===== src/rtl/stby_power_pkg.sv =====
package stby_power_pkg;
   typedef enum logic [3:0] {
      ST_RUN      = 4'd0,
      ST_FADE_OUT = 4'd1,
      ST_OUT_PD   = 4'd2,
      ST_PER_OFF  = 4'd3,
      ST_BYPASS   = 4'd4,
      ST_CLK_OFF  = 4'd5,
      ST_SLEEP    = 4'd6,
      ST_REG_ON   = 4'd7,
      ST_CLK_ON   = 4'd8,
      ST_PER_ON   = 4'd9,
      ST_PLL_WAIT = 4'd10,
      ST_FADE_IN  = 4'd11
   } pwr_state_e;
endpackage


===== src/rtl/stby_pin_sync.sv =====
module stby_pin_sync #(
   parameter int STAGES = 2
) (
   input  logic clk,
   input  logic rst_n,
   input  logic d,
   output logic q
);
   logic [STAGES-1:0] chain;

   if (STAGES < 2) begin : g_bad_stages
      $error("stby_pin_sync: STAGES must be at least 2");
   end

   for (genvar i = 0; i < STAGES; i++) begin : g_stage
      always_ff @(posedge clk or negedge rst_n) begin
         if (!rst_n) chain[i] <= 1'b0;
         else        chain[i] <= (i == 0) ? d : chain[(i == 0) ? 0 : i-1];
      end
   end

   assign q = chain[STAGES-1];
endmodule


===== src/rtl/stby_lock_timer.sv =====
module stby_lock_timer #(
   parameter int LOCK_CYCLES = 4
) (
   input  logic clk,
   input  logic rst_n,
   input  logic en,
   input  logic locked,
   output logic done
);
   if (LOCK_CYCLES < 0) begin : g_bad_lock
      $error("stby_lock_timer: LOCK_CYCLES must not be negative");
   end

   if (LOCK_CYCLES == 0) begin : g_direct
      assign done = en && locked;
   end else begin : g_count
      localparam int CW = $clog2(LOCK_CYCLES + 1);
      localparam logic [CW-1:0] LIMIT = CW'(LOCK_CYCLES);
      logic [CW-1:0] cnt;

      always_ff @(posedge clk or negedge rst_n) begin
         if (!rst_n)               cnt <= '0;
         else if (!en || !locked)  cnt <= '0;
         else if (cnt != LIMIT)    cnt <= cnt + 1'b1;
      end

      assign done = en && locked && (cnt == LIMIT);

      p_lock_restart_r9: assert property (@(posedge clk) disable iff (!rst_n)
         (en && !locked) |=> (cnt == '0));
   end
endmodule


===== src/rtl/stby_power_seq.sv =====
module stby_power_seq
   import stby_power_pkg::*;
#(
   parameter int SYNC_STAGES = 2,
   parameter int LOCK_CYCLES = 4,
   parameter int N_PERIPH    = 4
) (
   input  logic                clk,
   input  logic                rst_n,
   input  logic                stby_pin,
   input  logic                cfg_deep_mode,
   input  logic                cfg_cmp_off,
   input  logic                cfg_pll_sel,
   input  logic [N_PERIPH-1:0] cfg_periph_en,
   input  logic                amp_off_ack,
   input  logic                brg_off_ack,
   input  logic                reg_ready,
   input  logic                fade_out_done,
   input  logic                fade_in_done,
   input  logic                pll_locked,
   output logic [3:0]          seq_state,
   output logic                ready,
   output logic                fade_out_req,
   output logic                amp_pd,
   output logic                brg_pd,
   output logic                cmp_pd,
   output logic [N_PERIPH-1:0] periph_en,
   output logic                pll_bypass,
   output logic                clk_en,
   output logic                reg_stby,
   output logic                fade_in_req
);
   if (N_PERIPH < 1) begin : g_bad_periph
      $error("stby_power_seq: N_PERIPH must be at least 1");
   end

   pwr_state_e st_q, st_d;
   logic       stby_s;
   logic       deep_q, cmp_q;
   logic       lock_done;
   logic       out_ok;

   stby_pin_sync #(.STAGES(SYNC_STAGES)) u_sync (
      .clk(clk), .rst_n(rst_n), .d(stby_pin), .q(stby_s));

   stby_lock_timer #(.LOCK_CYCLES(LOCK_CYCLES)) u_lock (
      .clk(clk), .rst_n(rst_n), .en(st_q == ST_PLL_WAIT),
      .locked(pll_locked), .done(lock_done));

   assign out_ok = !deep_q || (amp_off_ack && brg_off_ack);

   always_comb begin
      st_d = st_q;
      unique case (st_q)
         ST_RUN:      if (stby_s) st_d = ST_FADE_OUT;
         ST_FADE_OUT: if (fade_out_done) st_d = stby_s ? ST_OUT_PD : ST_FADE_IN;
         ST_OUT_PD:   if (out_ok) st_d = stby_s ? ST_PER_OFF : ST_FADE_IN;
         ST_PER_OFF:  st_d = stby_s ? ST_BYPASS  : ST_PER_ON;
         ST_BYPASS:   st_d = stby_s ? ST_CLK_OFF : ST_PER_ON;
         ST_CLK_OFF:  st_d = stby_s ? ST_SLEEP   : ST_CLK_ON;
         ST_SLEEP:    if (!stby_s) st_d = deep_q ? ST_REG_ON : ST_CLK_ON;
         ST_REG_ON:   if (reg_ready) st_d = ST_CLK_ON;
         ST_CLK_ON:   st_d = ST_PER_ON;
         ST_PER_ON:   st_d = cfg_pll_sel ? ST_PLL_WAIT : ST_FADE_IN;
         ST_PLL_WAIT: if (lock_done) st_d = ST_FADE_IN;
         ST_FADE_IN:  if (fade_in_done) st_d = ST_RUN;
         default:     st_d = ST_RUN;
      endcase
   end

   always_ff @(posedge clk or negedge rst_n) begin
      if (!rst_n) begin
         st_q   <= ST_RUN;
         deep_q <= 1'b0;
         cmp_q  <= 1'b0;
      end else begin
         st_q <= st_d;
         if (st_q == ST_RUN && stby_s) begin
            deep_q <= cfg_deep_mode;
            cmp_q  <= cfg_cmp_off;
         end
      end
   end

   logic out_down, per_force, byp_on, clk_off;
   assign out_down  = (st_q >= ST_OUT_PD)  && (st_q <= ST_PLL_WAIT);
   assign per_force = (st_q >= ST_PER_OFF) && (st_q <= ST_CLK_ON);
   assign byp_on    = (st_q >= ST_BYPASS)  && (st_q <= ST_PLL_WAIT);
   assign clk_off   = (st_q >= ST_CLK_OFF) && (st_q <= ST_REG_ON);

   assign seq_state    = st_q;
   assign ready        = (st_q == ST_RUN);
   assign fade_out_req = (st_q == ST_FADE_OUT);
   assign fade_in_req  = (st_q == ST_FADE_IN);
   assign amp_pd       = out_down;
   assign brg_pd       = out_down;
   assign cmp_pd       = out_down && cmp_q;
   assign periph_en    = per_force ? '0 : cfg_periph_en;
   assign pll_bypass   = byp_on;
   assign clk_en       = !clk_off;
   assign reg_stby     = (st_q == ST_SLEEP) && deep_q;

   p_fade_hold_r3: assert property (@(posedge clk) disable iff (!rst_n)
      (fade_out_req && !fade_out_done) |=> fade_out_req);
   p_mild_pass_r4: assert property (@(posedge clk) disable iff (!rst_n)
      (st_q == ST_OUT_PD && !deep_q) |=> (st_q != ST_OUT_PD));
   p_deep_wait_r4: assert property (@(posedge clk) disable iff (!rst_n)
      (st_q == ST_OUT_PD && deep_q && !(amp_off_ack && brg_off_ack)) |=> (amp_pd && st_q == ST_OUT_PD));
   p_clk_force_r6: assert property (@(posedge clk) disable iff (!rst_n)
      !clk_en |-> (periph_en == '0));
   p_reg_wait_r8: assert property (@(posedge clk) disable iff (!rst_n)
      (st_q == ST_REG_ON && !reg_ready) |=> !clk_en);
   p_reg_safe_r8: assert property (@(posedge clk) disable iff (!rst_n)
      reg_stby |-> (!clk_en && pll_bypass && amp_pd));
   p_lock_wait_r9: assert property (@(posedge clk) disable iff (!rst_n)
      (st_q == ST_PLL_WAIT && !pll_locked) |=> pll_bypass);
   p_fade_in_r10: assert property (@(posedge clk) disable iff (!rst_n)
      (fade_in_req && fade_in_done) |=> ready);
endmodule


===== config.mk =====
export PLATFORM = sky130hd
export DESIGN_NAME = stby_power_seq
export DESIGN_NICKNAME = d
export VERILOG_FILES = /design/src/rtl/stby_power_pkg.sv /design/src/rtl/stby_pin_sync.sv /design/src/rtl/stby_lock_timer.sv /design/src/rtl/stby_power_seq.sv
export SDC_FILE = /design/constraint.sdc
export NUM_CORES = 1
export LEC_CHECK = 0
export ABC_AREA = 1
export BUFFER_PORTS_ARGS = -buffer_cell sky130_fd_sc_hd__buf_2
export CAP_MARGIN = 20
export CORE_UTILIZATION = 35
export CTS_CLUSTER_DIAMETER = 60
export DETAILED_ROUTE_END_ITERATION = 8
export PLACE_DENSITY = 0.59
export SLEW_MARGIN = 20
export SYNTH_ARGS = -nofsm -noshare
export SYNTH_HDL_FRONTEND = slang
export SYNTH_SLANG_ARGS = --single-unit
export TNS_END_PERCENT = 20

===== constraint.sdc =====
create_clock -name clk -period 2.75 [get_ports clk]
set_input_delay 0.4125 -clock clk [delete_from_list [all_inputs] [get_ports clk]]
set_output_delay 0.4125 -clock clk [all_outputs]
set_load 0.05 [all_outputs]

---- After elaboration in Yosys (flattened, before gate mapping) ----
Index checks and enable logic that the tools add are counted.
cells by class
  $add $sub $neg .......................... 1
  $mul .................................... 0
  div/mod/pow operators ................... 0
  $lt $le $gt $ge ......................... 7
  equality and inequality tests ........... 20
  shift-type cells ........................ 0
  muxes and demuxes ....................... 18
  bitwise operators ....................... 0
  reduce and logical (&&, ||, !) cells .... 19
operators with widths
  operator                                                                number
  4-bit 2-to-1 mux                                                        14
  4-bit one-hot mux with 12 select lines                                  1
  4-bit by 3-bit equality test with 1-bit output (second input constant)  4
  4-bit equality test (second input constant)                             4
  2-bit != test (second input constant)                                   6
  1-bit logical AND                                                       10
  4-bit by 2-bit equality test with 1-bit output (second input constant)  2
  4-bit by 2-bit >= comparator with 1-bit output (second input constant)  2
  4-bit by 3-bit >= comparator with 1-bit output (second input constant)  2
  4-bit <= comparator (second input constant)                             2
  7-bit AND reduction                                                     1
  3-bit 2-to-1 mux                                                        2
  4-bit by 1-bit equality test with 1-bit output (second input constant)  1
  4-bit by 3-bit <= comparator with 1-bit output (second input constant)  1
  1-bit zero test                                                         4
  4-bit zero test                                                         1
  3-bit by 1-bit adder with 3-bit output (second input constant)          1
  3-bit equality test (second input constant)                             1
  3-bit != test (second input constant)                                   1
  1-bit logical OR                                                        2
  2-bit by 1-bit != test with 1-bit output (second input constant)        1
  2-bit nonzero test                                                      1
  1-bit 2-to-1 mux                                                        1
word-level totals
  bits in registers ....................... 11
  latch bits .............................. 0
  RAM bits ................................ 0
  bits in read-only memories .............. 0
  input port bits ......................... 16
  output and inout port bits .............. 17
  logic and storage cells ................. 71
  memories ................................ 0

---- Logic depth before layout (Yosys ltp) ----
Gate-level depths: netlist of the first run.
  depth in word-level cells ............... 5
  gate-level depth with buffers ........... 9

---- Hierarchy ----
A second synthesis of the first run with hierarchy kept.
second synthesis, totals
  cells, all modules ...................... 143
  area total of the unflattened synthesis .. 892.1 um^2
by module, submodules not included
  module           times used  cells each  area each (um^2)  sequential area each (um^2)
  stby_power_seq   1           113         653.1             150.1
  stby_lock_timer  1           28          188.9             75.1
  stby_pin_sync    1           2           50.0              50.0

---- Worst setup path before layout of the first run ----
Ideal clock, no wire load.
  path type ............................... register -> output
  start point ............................. register st_q[0] (netlist: seq_state[0])
  end point ............................... output port cmp_pd
  arrival ................................. 1,858 ps
  setup slack ............................. 480 ps
  stages on the path, launching flop included .. 8
  cell sequence ........................... dfrtp_1 -> nand2_1 -> inv_1 -> nor2_1 -> nor2_1 -> inv_1 -> o21ai_0 -> nor2_1
on the way
  word-level cells in the longest chain between the ends .. 3
ends and longest elaborated chain
  item                                                                                          line                  text
  start: declaration                                                                            stby_power_seq.sv:37  pwr_state_e st_q, st_d;
  start signal: assignment                                                                      stby_power_seq.sv:77  st_q <= st_d;
  4-bit by 2-bit >= comparator with 1-bit output / 4-bit <= comparator (equally long branches)  stby_power_seq.sv:86  assign out_down = (st_q >= ST_OUT_PD) && (st_q <= ST_PLL_WAIT);
  1-bit logical AND *                                                                           stby_power_seq.sv:86
  1-bit logical AND *                                                                           stby_power_seq.sv:97  assign cmp_pd = out_down && cmp_q;
  end: declaration                                                                              stby_power_seq.sv:26  output logic cmp_pd,
Every way passes the cells marked *; elsewhere a longest branch is shown, timed or not.

---- Worst setup path in the final report of the first run ----
  start point ............................. register st_q[1] (netlist: seq_state[1])
  end point ............................... output port cmp_pd
The elaborated chain is that of the path after synthesis.

==> summary.txt, run 1 <==
Detailed routing
  – Routed vias/inst: 4.608
  – # DRC: 0
  – Vias: 894
  – Pre-Repair DR Iteration Count: 4
  – Initial DRC count: 21
  – Drt wl/cell: 9.799 um
  – Post-route ant nets: 0
  – Post-Route WL: 1.901 mm

Floorplan
  – Core area: 2233 um2
  – Die Span X: 50.87 um
  – I/O pin cnt: 33
  – Full die area: 2587 um2
  – Rows: 17
  – Initial core utilization: 0.3742
  – Die height: 50.87 um

Clock network
  – CTS resizes: 0
  – Clock sink count: 11
  – Clock Latency Late Sink: 0.26 ns
  – CTS Root Cell: clkbuf_4
  – Total CTS buffers: 3
  – Post-CTS Repair Setup Buffers: 0
  – Worst-path clk slew: 0.07 ns
  – CTS H-tree depth: 1
  – CTS Buffer Depth: 2
  – CTS tree: done

Logic synthesis
  – Syn nets: 148
  – Ys flop type: dfrtp_1
  – Syn avg cell area: 6.429 um2
  – Synth top area share: 0.3293
  – Share of synthesized registers carrying an async set or reset: 1.000
  – Yosys warning count: 0
  – Commonest cells in the netlist: 33 x nand2_1, 22 x inv_1, 21 x nor2_1
  – Leading area contributor after synthesis: dfrtp_1
  – Post-Syn Area: 835.8 um2
  – Number of synthesized register bits: 11
  – Number of flops mapped to enable cells by yosys: 0
  – Mapped Cells: 130
  – Largest cells by area after synthesis: dfrtp_1 33%, nand2_1 15%, inv_1 9.9%
  – Cell variety after synth: 18
  – Post-synthesis sequential area ratio: 0.3293
  – Most numerous cell in the Yosys netlist: nand2_1

Timing
  – RSZ-0062 raised after global routing: no
  – Setup Skew: 0.001079 ns
  – Final Max Slew Viols: 0
  – Worst Slack Setup Final: 0.6012 ns
  – Final min period: 2.149 ns
  – Final setup viols: 0
  – Fmax achieved: 465.4 MHz
  – Final worst path period share: 0.7814
  – Worst slew margin: 0.7055
  – Final hold vios: 0
  – Least-Margin Pin Slew: 0.4402 ns
  – Setup TNS: 0 ns

Critical path
  – Kind of critical path: reg -> out
  – CP Max Fanout: 7
  – CP most frequent cell: nor2_1
  – CP peak stage delay: 0.45 ns
  – Required @ worst endpoint: 2.34 ns
  – CP endpoint kind: primary output
  – Slowest CP cell: dfrtp_1
  – Cells along the critical path: nand2_1 > inv_1 > nor2_1 > nor2_1 > inv_1 > o21ai_0 > nor2_1 > buf_2
  – WP data arrival: 1.74 ns
  – Startpoint Class: flip-flop

Final layout
  – # fillers: 252
  – Finished layout cell area: 1061 um2
  – Share of cells above drive strength 1: 0.2892
  – Register area: 275.3 um2
  – Final net count: 185
  – Area growth syn-to-layout: 26.95%
  – Post-Layout Cell Count: 194
  – Multi-input gate area: 466.7 um2
  – # diodes: 0

Global routing
  – Vias in the first global route: 778
  – GRT Util Overall: 0.1632
  – Largest net degree at the start of global routing: 12
  – Total gr overflow: 0
  – First-pass GRT wire length: 3.201 mm
  – Antenna violations before repair: 0

Placement
  – HPWL Detailed: 1.594 mm
  – Pre-CTS setup slack: 0.9077 ns
  – Final GP Congestion: 0.8770
  – Number of port buffers: 32
  – Dpl cells: 189
  – Area after DPL: 1023 um2

Hold path
  – Hold crit path type: in -> reg

Flow run
  – Max capacitance violation total: 0

Status
  – Status: completed
[final cells by class]
cell class,instances,area share
Inverter,23,0.08137
Timing Repair Buffer,33,0.1604
Clock inverter,1,0.004717
Tap cell,28,0.03302
Multi-Input combinational cell,95,0.4399
Clock buffer,3,0.02123
Sequential cell,11,0.2594
[per-stage QoR]
step	hold WS [ns]	util
CTS	0.2427	0.4751
finish	0.2529	0.4751
global route	0.2325	0.4751
detailed placement	0.2925	0.4583
global placement	0.2904	0.4583
floorplan	0.1169	-
[per-layer routing]
metal  track usage  wire length, um
met5             0                0
met4       0.06944                9
met3       0.01786               84
met2        0.2800              946
met1        0.2063              861
[kinds of logic after synthesis]
family | Yosys count | share of synthesized area
flip-flops | 11 | 0.3293
XOR/XNOR | 2 | 0.02096
AO/OA/AOI/OAI | 9 | 0.05538
buffers and inverters | 24 | 0.1123
AND/OR/NAND/NOR | 82 | 0.4521
adder cells (fa/ha/maj) | 2 | 0.02994
[registers in the layout (all words and copies together), names as in the netlist]
| register | count |
|---|---|
| cmp_q | 1 |
| deep_q | 1 |
| seq_state | 4 |
| u_lock.g_count.cnt | 3 |
| u_sync.chain | 1 |
| u_sync.q | 1 |
[worst paths after layout]
kind / startpoint / to / slack (ns) / depth (start not counted)
setup / recovery: seq_state[1] / cmp_pd / 0.60 / 8
hold / removal: stby_pin / u_sync.chain[0] / 0.25 / 1
setup reg to reg: seq_state[3] / seq_state[3] / 1.28 / 6
hold reg to reg: u_sync.chain[0] / u_sync.q / 0.35 / 0
max in group asynchronous: rst_n / u_lock.g_count.cnt[2] / 2.01 / 2
min in group asynchronous: rst_n / u_sync.chain[0] / 0.54 / 2
[critical path: cells and delay by family (launching register included)]
family | cells | cell delay, ns
and+or+nand+nor | 4 | 0.49
DFF | 1 | 0.45
buffers and inverters | 3 | 0.42
AOI/OAI and AO/OA | 1 | 0.11
[timing repair]
action	4_1_cts	5_1_grt
hold buffers	1	0
setup endpoints to repair	0	0
endpoints found under the hold margin	7	0
[placed cells by master (no fill, tap or decap), drive strengths merged]
master,count
a21oi,5
buf,32
clkbuf,3
clkinv,1
dfrtp,11
dlygate4sd3,1
ha,2
inv,23
nand2,39
nand3,16
nand4,1
nor2,26
o21ai,3
o22ai,1
xnor2,1
xor2,1
Power of run 1 is left out: the tool's default activity adds up to more than one toggle a clock period on the data nets, which glitch-free logic cannot reach.
==> run 2, diff against run 1 <==
- ABC_AREA: 1 -> 0
- PLACE_DENSITY: 0.59 -> 0.61
- clock period: 2.75 -> 1.87 ns (I/O delays scaled with it)
==> summary.txt, run 2 <==
Status
  – Status: completed

Final layout
  – Area growth syn-to-layout: 39.02%
  – Post-Layout Cell Count: 178
  – Commonest non-fill, non-tap cell in the layout: buf_2
  – # diodes: 0
  – Share of cells above drive strength 1: 0.4133
  – Final net count: 169
  – Number of flip-flops in the largest register: 4
  – Commonest non-fill, non-tap cells in the layout: 27 x buf_2, 14 x buf_4, 11 x nor2_1, 10 x nand2_1, 8 x dfrtp_1

Timing
  – Final worst path period share: 0.9874
  – Final Max Slew Viols: 0
  – Fmax achieved: 541.6 MHz
  – WHS: 0.1084 ns
  – Setup TNS: 0 ns
  – Final min period: 1.847 ns
  – RSZ-0062 raised after global routing: yes
  – Least-Margin Pin Slew: 0.3544 ns
  – Final setup viols: 0
  – Worst slew margin: 0.7576
  – Final hold vios: 0
  – Setup Skew: 0.0007548 ns

Placement
  – Number of port buffers: 32
  – Final GP Congestion: 0.8855
  – Dpl cells: 163
  – HPWL Detailed: 1.619 mm

Clock network
  – CTS Root Cell: clkbuf_4
  – CTS Buffer Depth: 2
  – CTS H-tree depth: 1
  – Clock Latency Late Sink: 0.27 ns
  – Total CTS buffers: 3
  – Clock sink count: 11
  – CTS tree: done
  – Worst-path clk slew: 0.08 ns

Critical path
  – Required @ worst endpoint: 2.05 ns
  – CP endpoint kind: flip-flop
  – Worst Path Buf+Inv: 2
  – CP Max Fanout: 12
  – Cell family with most CP delay: flip-flops
  – Slowest CP cell: dfrtp_4
  – CP Launch Point: seq_state[2]
  – Worst reg2reg startpoint: seq_state[2]
  – Kind of critical path: reg -> reg
  – WP data arrival: 2.03 ns
  – Cells along the critical path: buf_4 > buf_4 > or3b_1 > a21oi_4 > o21bai_1 > o21bai_1
  – CP peak stage delay: 0.50 ns
  – Startpoint Class: flip-flop

Global routing
  – Largest net degree at the start of global routing: 18
  – Antenna violations before repair: 0
  – First-pass GRT wire length: 3.953 mm
  – Vias in the first global route: 866
  – Total gr overflow: 0
  – GRT Util Overall: 0.1983

Detailed routing
  – Initial DRC count: 33
  – # DRC: 0
  – Routed vias/inst: 5.388
  – Vias: 959
  – Pre-Repair DR Iteration Count: 4
  – Drt wl/cell: 13.92 um
  – Post-route ant nets: 0
  – Post-Route WL: 2.478 mm

Floorplan
  – Die height: 51.92 um
  – Initial core utilization: 0.3832
  – Die Span X: 51.92 um
  – Core area: 2276 um2
  – I/O pin cnt: 33
  – Full die area: 2695 um2
  – Rows: 17

Logic synthesis
  – Post-Syn Area: 872.1 um2
  – Post-synthesis sequential area ratio: 0.3156
  – Yosys warning count: 0
  – Synth top area share: 0.3156
  – Most numerous cell in the Yosys netlist: nor2_1
  – Cell variety after synth: 39
  – Commonest cells in the netlist: 13 x nor2_1, 11 x dfrtp_1, 10 x nand2_1
  – Number of synthesized register bits: 11
  – Syn avg cell area: 7.928 um2
  – Syn nets: 128
  – Share of synthesized registers carrying an async set or reset: 1.000
  – Leading area contributor after synthesis: dfrtp_1
  – Number of flops mapped to enable cells by yosys: 0
  – Ys flop type: dfrtp_1
  – Mapped Cells: 110
  – Largest cells by area after synthesis: dfrtp_1 32%, nor2_1 5.6%, and2_1 5.0%

Flow run
  – Max capacitance violation total: 0

Hold path
  – Hold Startpoint: stby_pin
  – Hold crit path type: in -> reg
run 2: cell count changes in the layout (fill, tap and decap cells not counted), sizes merged, moves of 3 or more:
| cell | delta |
|---|---|
| inv | -16 |
| nor3 | +3 |
| nor2 | -13 |
| a21oi | +4 |
| o21ai | +4 |
| nand2 | -29 |
| buf | +11 |
| and2 | +7 |
| nand3 | -12 |
run 2: path summary, 6_finish.rpt:
path / endpoint / slack [ns] / cells after the start
setup / recovery: seq_state[0] / 0.02 / 6
hold / removal: u_sync.chain[0] / 0.11 / 1
setup reg to reg: seq_state[0] / 0.02 / 6
hold reg to reg: u_sync.q / 0.35 / 0
max in group asynchronous: seq_state[2] / 1.24 / 2
min in group asynchronous: seq_state[3] / 0.40 / 2
run 2: cells by family (layout without fill, tap and decap cells):
logic type | count (synthesis) | count (layout) | synth area share
adders and majority gates | 2 | 2 | 0.02869
xor gates and xnor gates | 1 | 1 | 0.01004
muxes | 2 | 2 | 0.02582
AOI/OAI and AO/OA | 29 | 29 | 0.2224
and+or+nand+nor | 50 | 50 | 0.3099
buffers and inverters | 15 | 55 | 0.08751
DFF | 11 | 11 | 0.3156
run 2: repair_timing:
item,4_1_cts,5_1_grt
hold buffers,1,0
endpoints found under the hold margin,11,0
buffers inserted,6,4
setup endpoints to repair,6,6
resized for setup,9,9
run 2: cell type report:
cell class | count | area (um2)
Clock buffer | 3 | 22.52
Multi-Input combinational cell | 84 | 569.3
Clock inverter | 1 | 5.005
Inverter | 7 | 26.28
Sequential cell | 11 | 281.5
Fill cell | 214 | 1064
Timing Repair Buffer | 44 | 272.8
Tap cell | 28 | 35.03
run 2: through the flow:
step	util	setup WS, ns	area [um2]
after floorplan	-	-0.1749	904.6
after global placement	0.4629	0.2315	1054
after detailed placement	0.4629	0.1827	1054
after CTS	0.5085	0.02585	1157
after global routing	0.5327	-0.02651	1212
final	0.5327	0.02347	1212
run 2: metal layers:
layer	wire, um	GRT usage	part of all wire	vias up
met5	0	0	0	-
met4	21	0.06757	0.0085	0
met3	165	0.03801	0.067	2
met2	1203	0.3077	0.49	33
met1	1087	0.2721	0.44	457
li1	-	-	-	467
run 2: worst register-to-register path: stages, from the launching register on:
cell	delay, ns
dfrtp_4	0.50
buf_4	0.17
buf_4	0.18
or3b_1	0.41
a21oi_4	0.20
o21bai_1	0.15
o21bai_1	0.15
Power of run 2 is left out for the same reason.
